**src/rtl/bsst_pkg.sv**
```systemverilog
package bsst_pkg;

   typedef enum logic [2:0] {
      MODE_TOGGLE,
      MODE_GEN_WIDE,
      MODE_SIG_WIDE,
      MODE_SIG_GEN_HALF,
      MODE_SIG_CNT_HALF
   } bsst_mode_e;

   function automatic bsst_mode_e bsst_decode(input logic [2:0] op);
      case (op[1:0])
         2'b00:   return MODE_TOGGLE;
         2'b01:   return MODE_GEN_WIDE;
         2'b10:   return MODE_SIG_WIDE;
         default: return op[2] ? MODE_SIG_CNT_HALF : MODE_SIG_GEN_HALF;
      endcase
   endfunction

endpackage

```
**src/rtl/bsst_dir_check.sv**
```systemverilog
module bsst_dir_check #(
   parameter int NBYTE = 2
) (
   input  logic [NBYTE-1:0] oe_a,
   input  logic [NBYTE-1:0] oe_b,
   output logic             legal
);
   logic [NBYTE-1:0] byte_ok;

   generate
      if (NBYTE < 1) begin : g_bad
         $error("bsst_dir_check: NBYTE must be at least 1");
      end
      for (genvar b = 0; b < NBYTE; b++) begin : g_byte
         // one direction per byte, and same direction as byte 0
         assign byte_ok[b] = !(oe_a[b] && oe_b[b])
                             && (oe_a[b] == oe_a[0])
                             && (oe_b[b] == oe_b[0]);
      end
   endgenerate

   assign legal = &byte_ok;
endmodule

```
**src/rtl/bsst_next.sv**
```systemverilog
module bsst_next
   import bsst_pkg::*;
#(
   parameter int HALF_W = 18,
   parameter int TAP_W  = 25,
   parameter int TAP_H  = 11
) (
   input  bsst_mode_e              mode,
   input  logic [2*HALF_W-1:0]     cur,
   input  logic [HALF_W-1:0]       pins,
   output logic [2*HALF_W-1:0]     nxt
);
   localparam int W = 2 * HALF_W;

   logic [HALF_W-1:0] in_h, out_h;
   logic [W-1:0]      gen_wide;
   logic [HALF_W-1:0] sig_half, gen_half, cnt_half;

   assign in_h  = cur[HALF_W-1:0];
   assign out_h = cur[W-1:HALF_W];

   generate
      if (TAP_W < 1 || TAP_W >= W) begin : g_bad_w
         $error("bsst_next: TAP_W out of range");
      end
      if (TAP_H < 1 || TAP_H >= HALF_W) begin : g_bad_h
         $error("bsst_next: TAP_H out of range");
      end
   endgenerate

   always_comb begin
      gen_wide = {cur[W-2:0], cur[W-1] ^ cur[TAP_W-1]};
      sig_half = {in_h[HALF_W-2:0], in_h[HALF_W-1] ^ in_h[TAP_H-1]} ^ pins;
      gen_half = {out_h[HALF_W-2:0], out_h[HALF_W-1] ^ out_h[TAP_H-1]};
      cnt_half = out_h + 1'b1;
   end

   always_comb begin
      unique case (mode)
         MODE_TOGGLE:       nxt = {~out_h, pins};
         MODE_GEN_WIDE:     nxt = gen_wide;
         MODE_SIG_WIDE:     nxt = gen_wide ^ {{HALF_W{1'b0}}, pins};
         MODE_SIG_GEN_HALF: nxt = {gen_half, sig_half};
         MODE_SIG_CNT_HALF: nxt = {cnt_half, sig_half};
         default:           nxt = cur;
      endcase
   end
endmodule

```
**src/rtl/bsst_engine.sv**
```systemverilog
module bsst_engine
   import bsst_pkg::*;
#(
   parameter int                  HALF_W     = 18,
   parameter int                  NBYTE      = 2,
   parameter int                  TAP_W      = 25,
   parameter int                  TAP_H      = 11,
   parameter logic [2*HALF_W-1:0] RESET_SEED = 36'h1
) (
   input  logic                tck,
   input  logic                rst_n,
   input  logic                run_instr,
   input  logic                in_idle,
   input  logic [2:0]          opcode,
   input  logic [NBYTE-1:0]    oe_a,
   input  logic [NBYTE-1:0]    oe_b,
   input  logic [NBYTE-1:0]    oe_cell,
   input  logic [HALF_W-1:0]   in_pins,
   output logic [2*HALF_W-1:0] cells_q,
   output logic [HALF_W-1:0]   shadow_q,
   output logic [NBYTE-1:0]    drive_en
);
   localparam int W = 2 * HALF_W;

   generate
      if (HALF_W < 2) begin : g_bad_half
         $error("bsst_engine: HALF_W must be at least 2");
      end
   endgenerate

   logic       legal, advance, adv_q;
   bsst_mode_e mode;
   logic [W-1:0] nxt;

   assign mode    = bsst_decode(opcode);
   assign advance = run_instr && in_idle && legal;
   assign drive_en = oe_cell;

   bsst_dir_check #(.NBYTE(NBYTE)) u_dir (
      .oe_a  (oe_a),
      .oe_b  (oe_b),
      .legal (legal)
   );

   bsst_next #(.HALF_W(HALF_W), .TAP_W(TAP_W), .TAP_H(TAP_H)) u_next (
      .mode (mode),
      .cur  (cells_q),
      .pins (in_pins),
      .nxt  (nxt)
   );

   always_ff @(posedge tck or negedge rst_n) begin
      if (!rst_n) begin
         cells_q <= RESET_SEED;
         adv_q   <= 1'b0;
      end else begin
         adv_q <= advance;
         if (advance) cells_q <= nxt;
      end
   end

   always_ff @(negedge tck or negedge rst_n) begin
      if (!rst_n)     shadow_q <= '0;
      else if (adv_q) shadow_q <= cells_q[W-1:HALF_W];
   end

   // no step, no change
   a_r2_hold: assert property (@(posedge tck) disable iff (!rst_n)
      !(run_instr && in_idle) |=> $stable(cells_q));
   a_r3_bypass: assert property (@(posedge tck) disable iff (!rst_n)
      !legal |=> $stable(cells_q));
   // toggle mode
   a_r5_toggle: assert property (@(posedge tck) disable iff (!rst_n)
      (advance && opcode[1:0] == 2'b00) |=>
         (cells_q[W-1:HALF_W] == ~$past(cells_q[W-1:HALF_W]))
         && (cells_q[HALF_W-1:0] == $past(in_pins)));
   // counter
   a_r9_count: assert property (@(posedge tck) disable iff (!rst_n)
      (advance && opcode == 3'b111) |=>
         cells_q[W-1:HALF_W] == $past(cells_q[W-1:HALF_W]) + 1'b1);
   // shadow follows after a step, holds otherwise
   a_r10_shadow_load: assert property (@(posedge tck) disable iff (!rst_n)
      adv_q |-> shadow_q == cells_q[W-1:HALF_W]);
   a_r10_shadow_hold: assert property (@(posedge tck) disable iff (!rst_n)
      !adv_q |-> $stable(shadow_q));
endmodule

```
**config.mk**
```make
export PLATFORM = sky130hd
export DESIGN_NAME = bsst_engine
export DESIGN_NICKNAME = d
export VERILOG_FILES = /design/src/rtl/bsst_pkg.sv /design/src/rtl/bsst_dir_check.sv /design/src/rtl/bsst_next.sv /design/src/rtl/bsst_engine.sv
export SDC_FILE = /design/constraint.sdc
export NUM_CORES = 1
export LEC_CHECK = 0
export CAP_MARGIN = 0
export CELL_PAD_IN_SITES_DETAIL_PLACEMENT = 1
export CELL_PAD_IN_SITES_GLOBAL_PLACEMENT = 2
export CORE_ASPECT_RATIO = 0.8
export CORE_UTILIZATION = 29
export CTS_CLUSTER_DIAMETER = 150
export CTS_CLUSTER_SIZE = 25
export DETAILED_ROUTE_END_ITERATION = 8
export GPL_ROUTABILITY_DRIVEN = 0
export PLACE_DENSITY = 0.91
export SLEW_MARGIN = 5
export SYNTH_ARGS = -nofsm -noshare
export SYNTH_HDL_FRONTEND = slang
export SYNTH_SLANG_ARGS = --single-unit
```
**constraint.sdc**
```tcl
create_clock -name tck -period 2.65 [get_ports tck]
set_clock_uncertainty 0.2 [all_clocks]
set_input_delay 0.3975 -clock tck [delete_from_list [all_inputs] [get_ports tck]]
set_output_delay 0.3975 -clock tck [all_outputs]
set_load 0.02 [all_outputs]
```
* Word level (Yosys, flattened, before mapping)
Index checks and enable logic that the tools add are counted.
** Storage, ports and cells
- Logic and storage cells :: 34
- Input port bits :: 31
- Flip-flop bits (word level) :: 55
- Output and inout bits :: 56
** Operators by class
- Bitwise gates (word level) :: 6
- Reductions and logical operators :: 13
- Equal/unequal tests :: 8
- Multiplexer cells :: 3
- Add/subtract/negate cells :: 1
** Operator list (number)
- $pmux 36 s5 :: 1
- $xor 36x18->36 :: 1
- $add 18x1->18 const B :: 1
- $not 18->18 :: 1
- $xor 18x18->18 :: 1
- $pmux 3 s3 :: 1
- $eq 3x2->1 const B :: 2
- $logic_and 1x1->1 :: 6
- $reduce_bool 5->1 :: 1
- $reduce_and 2->1 :: 2
- $eq 3x1->1 const B :: 1
- $eq 3x3->1 const B :: 1
- $logic_not 3->1 :: 1
- $mux 3 :: 1
- $xor 1x1->1 :: 3
- $eq 1x1->1 :: 2
- $eq 2x1->1 const B :: 1
- $eq 2x2->1 const B :: 1
- $logic_not 1->1 :: 2
- $logic_not 2->1 :: 1

* Depth between registers and ports, before layout
Gate-level depths: netlist (run 1).
- Word-level depth :: 7
- Depth in mapped cells :: 8
- Mapped depth without buffers :: 6

* By module
From an unflattened synthesis (run 1), not the netlist that was laid out.
** Unflattened totals
- Cell total of the unflattened synthesis :: 398
- Area total of the unflattened synthesis :: 3898.7 um^2
** By module, submodules not included
- bsst_engine :: cells an instance 121, times used 1, area each 2198.4 um^2, sequential area each 1377.6 um^2
- bsst_next :: cells an instance 274, times used 1, area each 1667.8 um^2, sequential area each 0.0 um^2
- bsst_dir_check :: cells an instance 3, times used 1, area each 32.5 um^2, sequential area each 0.0 um^2

==> results of run 1 <==
## report_power, final
group | leakage [nW] | switching, mW | internal [mW]
combinational | 1.21 | 0.976 | 0.923
clock | 0.0733 | 0.298 | 0.346
sequential | 0.703 | 0.231 | 1.11
total | 1.98 | 1.51 | 2.38
## per-stage QoR
step	hold WS, ns	TNS (ns)
4_1_cts	0.2814	-2.488
5_1_grt	0.2886	-2.862
6_report	0.2777	-2.252
2_1_floorplan	-0.09809	0
3_5_place_dp	0.1901	-4.752
3_3_place_gp	0.1874	-4.540
## how the worst max path moves through the flow
stage | start | to | slack [ns]
after CTS | shadow_q[15] | shadow_q[15] | -0.15
after global routing | shadow_q[13] | shadow_q[13] | -0.17
final | shadow_q[11] | shadow_q[11] | -0.13
after global placement | shadow_q[10] | shadow_q[10] | -0.26
after detailed placement | shadow_q[7] | shadow_q[7] | -0.28
after floorplan | adv_q | shadow_q[10] | 0.02
## sequential cells by signal, summed over array words and instances, names as in the netlist
name      count
cells_q      36
shadow_q     18
adv_q         1
## final cells by class
| type | count | area share |
|---|---|---|
| flip-flops and latches | 55 | 0.2874 |
| well taps | 144 | 0.03755 |
| clock buffers | 5 | 0.02608 |
| clock inverters | 3 | 0.003129 |
| repair buffers | 135 | 0.2660 |
| inverters | 3 | 0.002347 |
| multi-input cells | 277 | 0.3776 |
## cells in the mapped netlist (all sizes together) (2+ instances only)
| cell | n | share of area |
|---|---|---|
| inv | 3 | 0.0034 |
| nor2 | 25 | 0.029 |
| and3 | 4 | 0.0075 |
| a31oi | 7 | 0.013 |
| dfrtn | 18 | 0.13 |
| dfrtp | 36 | 0.27 |
| o21ai | 32 | 0.048 |
| a2bb2oi | 2 | 0.0052 |
| xor2 | 2 | 0.0052 |
| clkbuf | 15 | 0.017 |
| a2111oi | 3 | 0.0078 |
| xnor2 | 3 | 0.0078 |
| nand3 | 24 | 0.037 |
| o41ai | 4 | 0.010 |
| a41oi | 4 | 0.010 |
| nor3 | 6 | 0.016 |
| o311ai | 2 | 0.0052 |
| or3 | 5 | 0.0097 |
| o22ai | 2 | 0.0037 |
| nand4 | 4 | 0.012 |
| a211oi | 27 | 0.060 |
| buf | 23 | 0.038 |
| nor2b | 17 | 0.032 |
| mux2 | 18 | 0.060 |
| nand2 | 30 | 0.034 |
| o31ai | 19 | 0.043 |
| o211ai | 3 | 0.0067 |
| a21o | 2 | 0.0045 |
| a21oi | 19 | 0.029 |
## metal layers
layer,global-route usage,vias up
met4,0.02158,0
met2,0.2900,66
li1,-,1610
met5,0,-
met3,0.04030,4
met1,0.2589,1640
## timing repair
action	CTS	global route
setup endpoints to repair	18	30
cloned	0	1
hold buffers	1	0
pin swaps	0	0
gates resized for setup	108	4
buffers inserted	2	3
hold endpoints to repair	19	0
## kinds of logic after synthesis
kind of cell / Yosys count
AND/OR/NAND/NOR: 122
AO/OA/AOI/OAI: 131
XOR/XNOR: 5
buffers and inverters: 41
flip-flops: 55
adder cells (fa/ha/maj): 1
multiplexers: 18
==> impl_metrics.env, run 1 <==
export IMPL_run_status="finished with violations"
export IMPL_failed_checks="negative setup slack"
export IMPL_insertion_delay_ns=0.29
export IMPL_syn_instance_count=373
export IMPL_critPathArrivalTime_ns=2.19
export IMPL_tritoncts_num_sinks=55
export IMPL_grt_pass1_vias=3457
export IMPL_worstHoldStart="shadow_q[17]"
export IMPL_antenna_found_initial=0
export IMPL_timing_reg2reg_setup_slack_ns=0.03
export IMPL_hold_path_class="reg2reg"
export IMPL_chipWidth_um=122.2
export IMPL_hold_path_depth=1
export IMPL_synth_async_sr_flop_share=1.000
export IMPL_share_of_layout_cells_above_drive_strength_1=0.2343
export IMPL_cts_root_to_sink_buffers=2
export IMPL_die_area_um2=12000
export IMPL_h_tree_depth=2
export IMPL_rsz0062_at_grt="yes"
export IMPL_worstRegToRegCells=2
export IMPL_cp_required_ns=2.05
export IMPL_nNetsFinal=509
export IMPL_overall_routed_net_length_mm=10.45
export IMPL_detailedRoute_firstPassIterationCount=4
export IMPL_layout_cells_non_filler=622
export IMPL_avgViaCountPerCell=5.338
export IMPL_wl_met2_mm=4.885
export IMPL_yosys_warnings=0
export IMPL_yosys_cell_types_count=53
export IMPL_critPathMaxStageDelay_ns=0.43
export IMPL_drc_errors=0
export IMPL_slowest_stage="dfrtn_1"
export IMPL_crit_type="reg2out"
export IMPL_reg2reg_capture_point="shadow_q[4]"
export IMPL_syn2layout_area_growth_pct=43.10
export IMPL_ioPinCount=87
export IMPL_timing_final_ws_setup_ns=-0.1339
export IMPL_route_detailed_wl_per_inst_um=16.80
export IMPL_share_of_the_yosys_chip_area_belonging_to_registers=0.4108
export IMPL_cp_cell_sequence="buf_6"
export IMPL_max_cap_violations=0
export IMPL_final_design_area_no_fill_um2=4798
export IMPL_irDropWorstVdd_mv=0.5373
export IMPL_critPathBufInv=1
export IMPL_final_common_cell="clkdlybuf4s50_1"
export IMPL_route_antenna_remaining_nets=0
export IMPL_regToRegStartpoint="adv_q"
export IMPL_postLayoutCoreUtil=0.4338
export IMPL_synthMuxAreaShare=0.06045
export IMPL_reg_area_um2=1379
export IMPL_grt_overflow_total=0
export IMPL_top_signal_layer_used="met4"
export IMPL_max_slew_worst_pin_slew_ns=0.4973
export IMPL_synth_fa_ha_area_frac=0.003731
export IMPL_yosys_area_share_simple=0.1937
export IMPL_mappedNetlistArea_um2=3353
export IMPL_postSynthNetCount=405
export IMPL_nFillCells=1290
export IMPL_layout_common_cells="clkdlybuf4s50_1 (62), buf_4 (49), dfrtp_1 (35)"
export IMPL_met3_length_um=406
export IMPL_syn_avg_cell_area_um2=8.990
export IMPL_post_dp_cell_area_um2=4551
export IMPL_wire_length_of_the_first_global_routing_pass_mm=17.53
export IMPL_cp_top_family="flip-flops"
export IMPL_timing_hold_worst_endpoint="shadow_q[17]"
export IMPL_diodes=0
export IMPL_setup_violations=18
export IMPL_initial_core_util=0.3032
export IMPL_grt_start_max_net_pins=45
export IMPL_row_count=34
export IMPL_cp_end_kind="output port"
export IMPL_synth_edff_count=0
export IMPL_total_power_mw=3.887
export IMPL_synth_flop_cell="dfrtp_1"
export IMPL_detail_route_iter0_violations=132
export IMPL_place_port_buffers=82
export IMPL_cp_start_kind="register"
export IMPL_place_detailed_instances=607
export IMPL_p_leak_nw=1.983
export IMPL_dr_total_vias=3320
export IMPL_final_hold_violation_count=0
export IMPL_design_core_area_um2=11060
export IMPL_pre_cts_slack_ns=-0.2789
export IMPL_path_depth=1
export IMPL_number_of_clock_buffers_inserted_by_tritoncts=5
export IMPL_cellPowerDensity_nw_per_um2=810.0
export IMPL_dpl_wire_length_mm=7.376
export IMPL_yosys_area_share_xor_xnor=0.01306
export IMPL_wl_met1_mm=5.118
export IMPL_timing_max_transition_violations_final=0
export IMPL_multi_input_comb_area_um2=1812
export IMPL_fp_dieH_um=98.18
export IMPL_compound_gate_portion_of_the_synthesized_area=0.2604
export IMPL_synth_seq_cells=55
export IMPL_cp_max_fo=2
export IMPL_dominant_combinational_cell_family_by_area_after_synthesis="compound AO/OA/AOI/OAI gates"
export IMPL_clkTransAtPathRegs_ns=0.05
export IMPL_groute_usage_overall=0.1825
export IMPL_slew_headroom=0.6643
export IMPL_cts_tree="built"
export IMPL_cts_root_buffer_cell="clkbuf_16"
No activity file was read; power rests on OpenSTA's default activity.
==> run 2, diff against run 1 <==
--- a/config.mk
+++ b/config.mk
@@ -9,6 +9,7 @@
 export CELL_PAD_IN_SITES_DETAIL_PLACEMENT = 1
 export CELL_PAD_IN_SITES_GLOBAL_PLACEMENT = 2
 export CORE_ASPECT_RATIO = 0.8
+export CORE_MARGIN = 10
 export CORE_UTILIZATION = 29
 export CTS_CLUSTER_DIAMETER = 150
 export CTS_CLUSTER_SIZE = 25
==> run 2 against run 1 <==
Against the previous run: the flow still finishes with violations (negative setup slack); combinational power grew 2%; highest routed layer unchanged; critical path depth unchanged; final cell count decreased by 0.80%; sequential share of layout area is 0.34 points higher; sequential power about the same; die area up 36%; flip-flop and latch count is the same.
==> impl_metrics.env, run 2 (same netlist as run 1, synthesis figures left out) <==
export IMPL_run_status="finished with violations"
export IMPL_failed_checks="negative setup slack"
export IMPL_regToRegStartpoint="adv_q"
export IMPL_nFillCells=1276
export IMPL_hold_path_depth=1
export IMPL_wl_met2_mm=5.347
export IMPL_worstRegToRegCells=2
export IMPL_reg2reg_capture_point="shadow_q[6]"
export IMPL_cp_start_kind="register"
export IMPL_cp_required_ns=2.05
export IMPL_max_flop_register="cells_q"
export IMPL_h_tree_depth=2
export IMPL_design_core_area_um2=11430
export IMPL_route_detailed_wl_per_inst_um=18.02
export IMPL_worstHoldStart="shadow_q[14]"
export IMPL_slew_headroom=0.7053
export IMPL_diodes=0
export IMPL_timing_hold_worst_endpoint="shadow_q[14]"
export IMPL_final_design_area_no_fill_um2=4738
export IMPL_multi_input_comb_area_um2=1800
export IMPL_timing_max_transition_violations_final=0
export IMPL_post_dp_cell_area_um2=4501
export IMPL_die_area_um2=16290
export IMPL_total_power_mw=3.992
export IMPL_fp_dieH_um=116.2
export IMPL_chipWidth_um=140.2
export IMPL_cellPowerDensity_nw_per_um2=842.4
export IMPL_cts_root_buffer_cell="clkbuf_16"
export IMPL_final_hold_violation_count=0
export IMPL_timing_final_ws_setup_ns=-0.1569
export IMPL_sw_frac_of_total=0.3858
export IMPL_row_count=35
export IMPL_hold_ws_ns=0.2802
export IMPL_antenna_found_initial=0
export IMPL_groute_usage_overall=0.1345
export IMPL_ioPinCount=87
export IMPL_dr_total_vias=3344
export IMPL_comb_power_share=0.485
export IMPL_max_slew_worst_pin_slew_ns=0.4309
export IMPL_met3_length_um=746
export IMPL_critPathBufInv=1
export IMPL_drc_errors=0
export IMPL_slowest_stage="dfrtn_1"
export IMPL_layout_common_cells="clkdlybuf4s50_1 (62), buf_4 (39), dfrtp_1 (36)"
export IMPL_internal_power_mw=2.452
export IMPL_critPathArrivalTime_ns=2.21
export IMPL_cp_top_family="flip-flops"
export IMPL_tritoncts_num_sinks=55
export IMPL_cp_max_fo=2
export IMPL_detail_route_iter0_violations=245
export IMPL_detailedRoute_firstPassIterationCount=4
export IMPL_reg_top3="cells_q: 36 flops, shadow_q: 18 flops, adv_q: 1 flops"
export IMPL_setup_violations=18
export IMPL_power_share_clock=0.178
export IMPL_place_port_buffers=82
export IMPL_final_common_cell="clkdlybuf4s50_1"
export IMPL_hold_path_class="reg2reg"
export IMPL_critPathMaxStageDelay_ns=0.44
export IMPL_insertion_delay_ns=0.30
export IMPL_grt_start_max_net_pins=56
export IMPL_initial_core_util=0.2934
export IMPL_total_switching_power_mw=1.540
export IMPL_syn2layout_area_growth_pct=41.31
export IMPL_cp_end_kind="output port"
export IMPL_share_of_layout_cells_above_drive_strength_1=0.2154
export IMPL_irDropWorstVdd_mv=0.4949
export IMPL_rsz0062_at_grt="yes"
export IMPL_wire_length_of_the_first_global_routing_pass_mm=18.34
export IMPL_cts_tree="built"
export IMPL_postLayoutCoreUtil=0.4146
export IMPL_timing_reg2reg_setup_slack_ns=0.04
export IMPL_cp_cell_sequence="buf_6"
export IMPL_dpl_wire_length_mm=8.030
export IMPL_grt_overflow_total=0
export IMPL_path_depth=1
export IMPL_grt_pass1_vias=3574
export IMPL_sequentialPowerShare=0.337
export IMPL_avgViaCountPerCell=5.420
export IMPL_nNetsFinal=500
export IMPL_cts_root_to_sink_buffers=2
export IMPL_p_leak_nw=1.948
export IMPL_reg_area_um2=1378
export IMPL_route_antenna_remaining_nets=0
export IMPL_overall_routed_net_length_mm=11.12
export IMPL_max_cap_violations=0
export IMPL_wl_met1_mm=4.959
export IMPL_crit_type="reg2out"
export IMPL_top_signal_layer_used="met4"
export IMPL_number_of_clock_buffers_inserted_by_tritoncts=5
export IMPL_largest_register_ff_count=36
export IMPL_clkTransAtPathRegs_ns=0.05
-- run 2: power groups by stage --
stage,clock [mW],sequential (mW),combinational (mW)
floorplan,0,1.68,0.600
detailed placement,0,1.34,1.90
CTS,0.742,1.35,1.95
global route,0.769,1.39,2.11
global placement,0,1.32,1.86
finish,0.712,1.34,1.94
-- run 2: cell type report --
cell class	count	area share
multi-input cells	277	0.3800
inverters	3	0.002377
clock buffers	8	0.03301
well taps	148	0.03908
flip-flops and latches	55	0.2907
repair buffers	126	0.2548
-- run 2: what timing repair did --
item,in CTS,in global routing
hold endpoints to repair,36,0
hold buffers,1,0
gates resized for setup,108,1
buffers inserted,3,3
endpoints found under the setup margin,18,23
-- run 2: worst max-delay path by stage --
stage | start | to | slack [ns]
finish | shadow_q[2] | shadow_q[2] | -0.16
global route | shadow_q[7] | shadow_q[7] | -0.19
CTS | shadow_q[7] | shadow_q[7] | -0.16
detailed placement | shadow_q[6] | shadow_q[6] | -0.30
global placement | shadow_q[13] | shadow_q[13] | -0.27
floorplan | adv_q | shadow_q[10] | 0.02
-- run 2: stage by stage --
step	setup slack, ns	setup TNS (ns)	instances
after floorplan	0.02069	0	373
after CTS	-0.1630	-2.639	614
after global routing	-0.1864	-2.984	617
final	-0.1569	-2.437	617
after global placement	-0.2697	-4.722	602
after detailed placement	-0.2953	-4.998	602
-- run 2: metal layers --
layer | GRT usage | vias to the layer above
met5 | 0 | -
met4 | 0.03091 | 0
met3 | 0.04551 | 5
met2 | 0.2235 | 60
met1 | 0.1654 | 1693
li1 | - | 1586
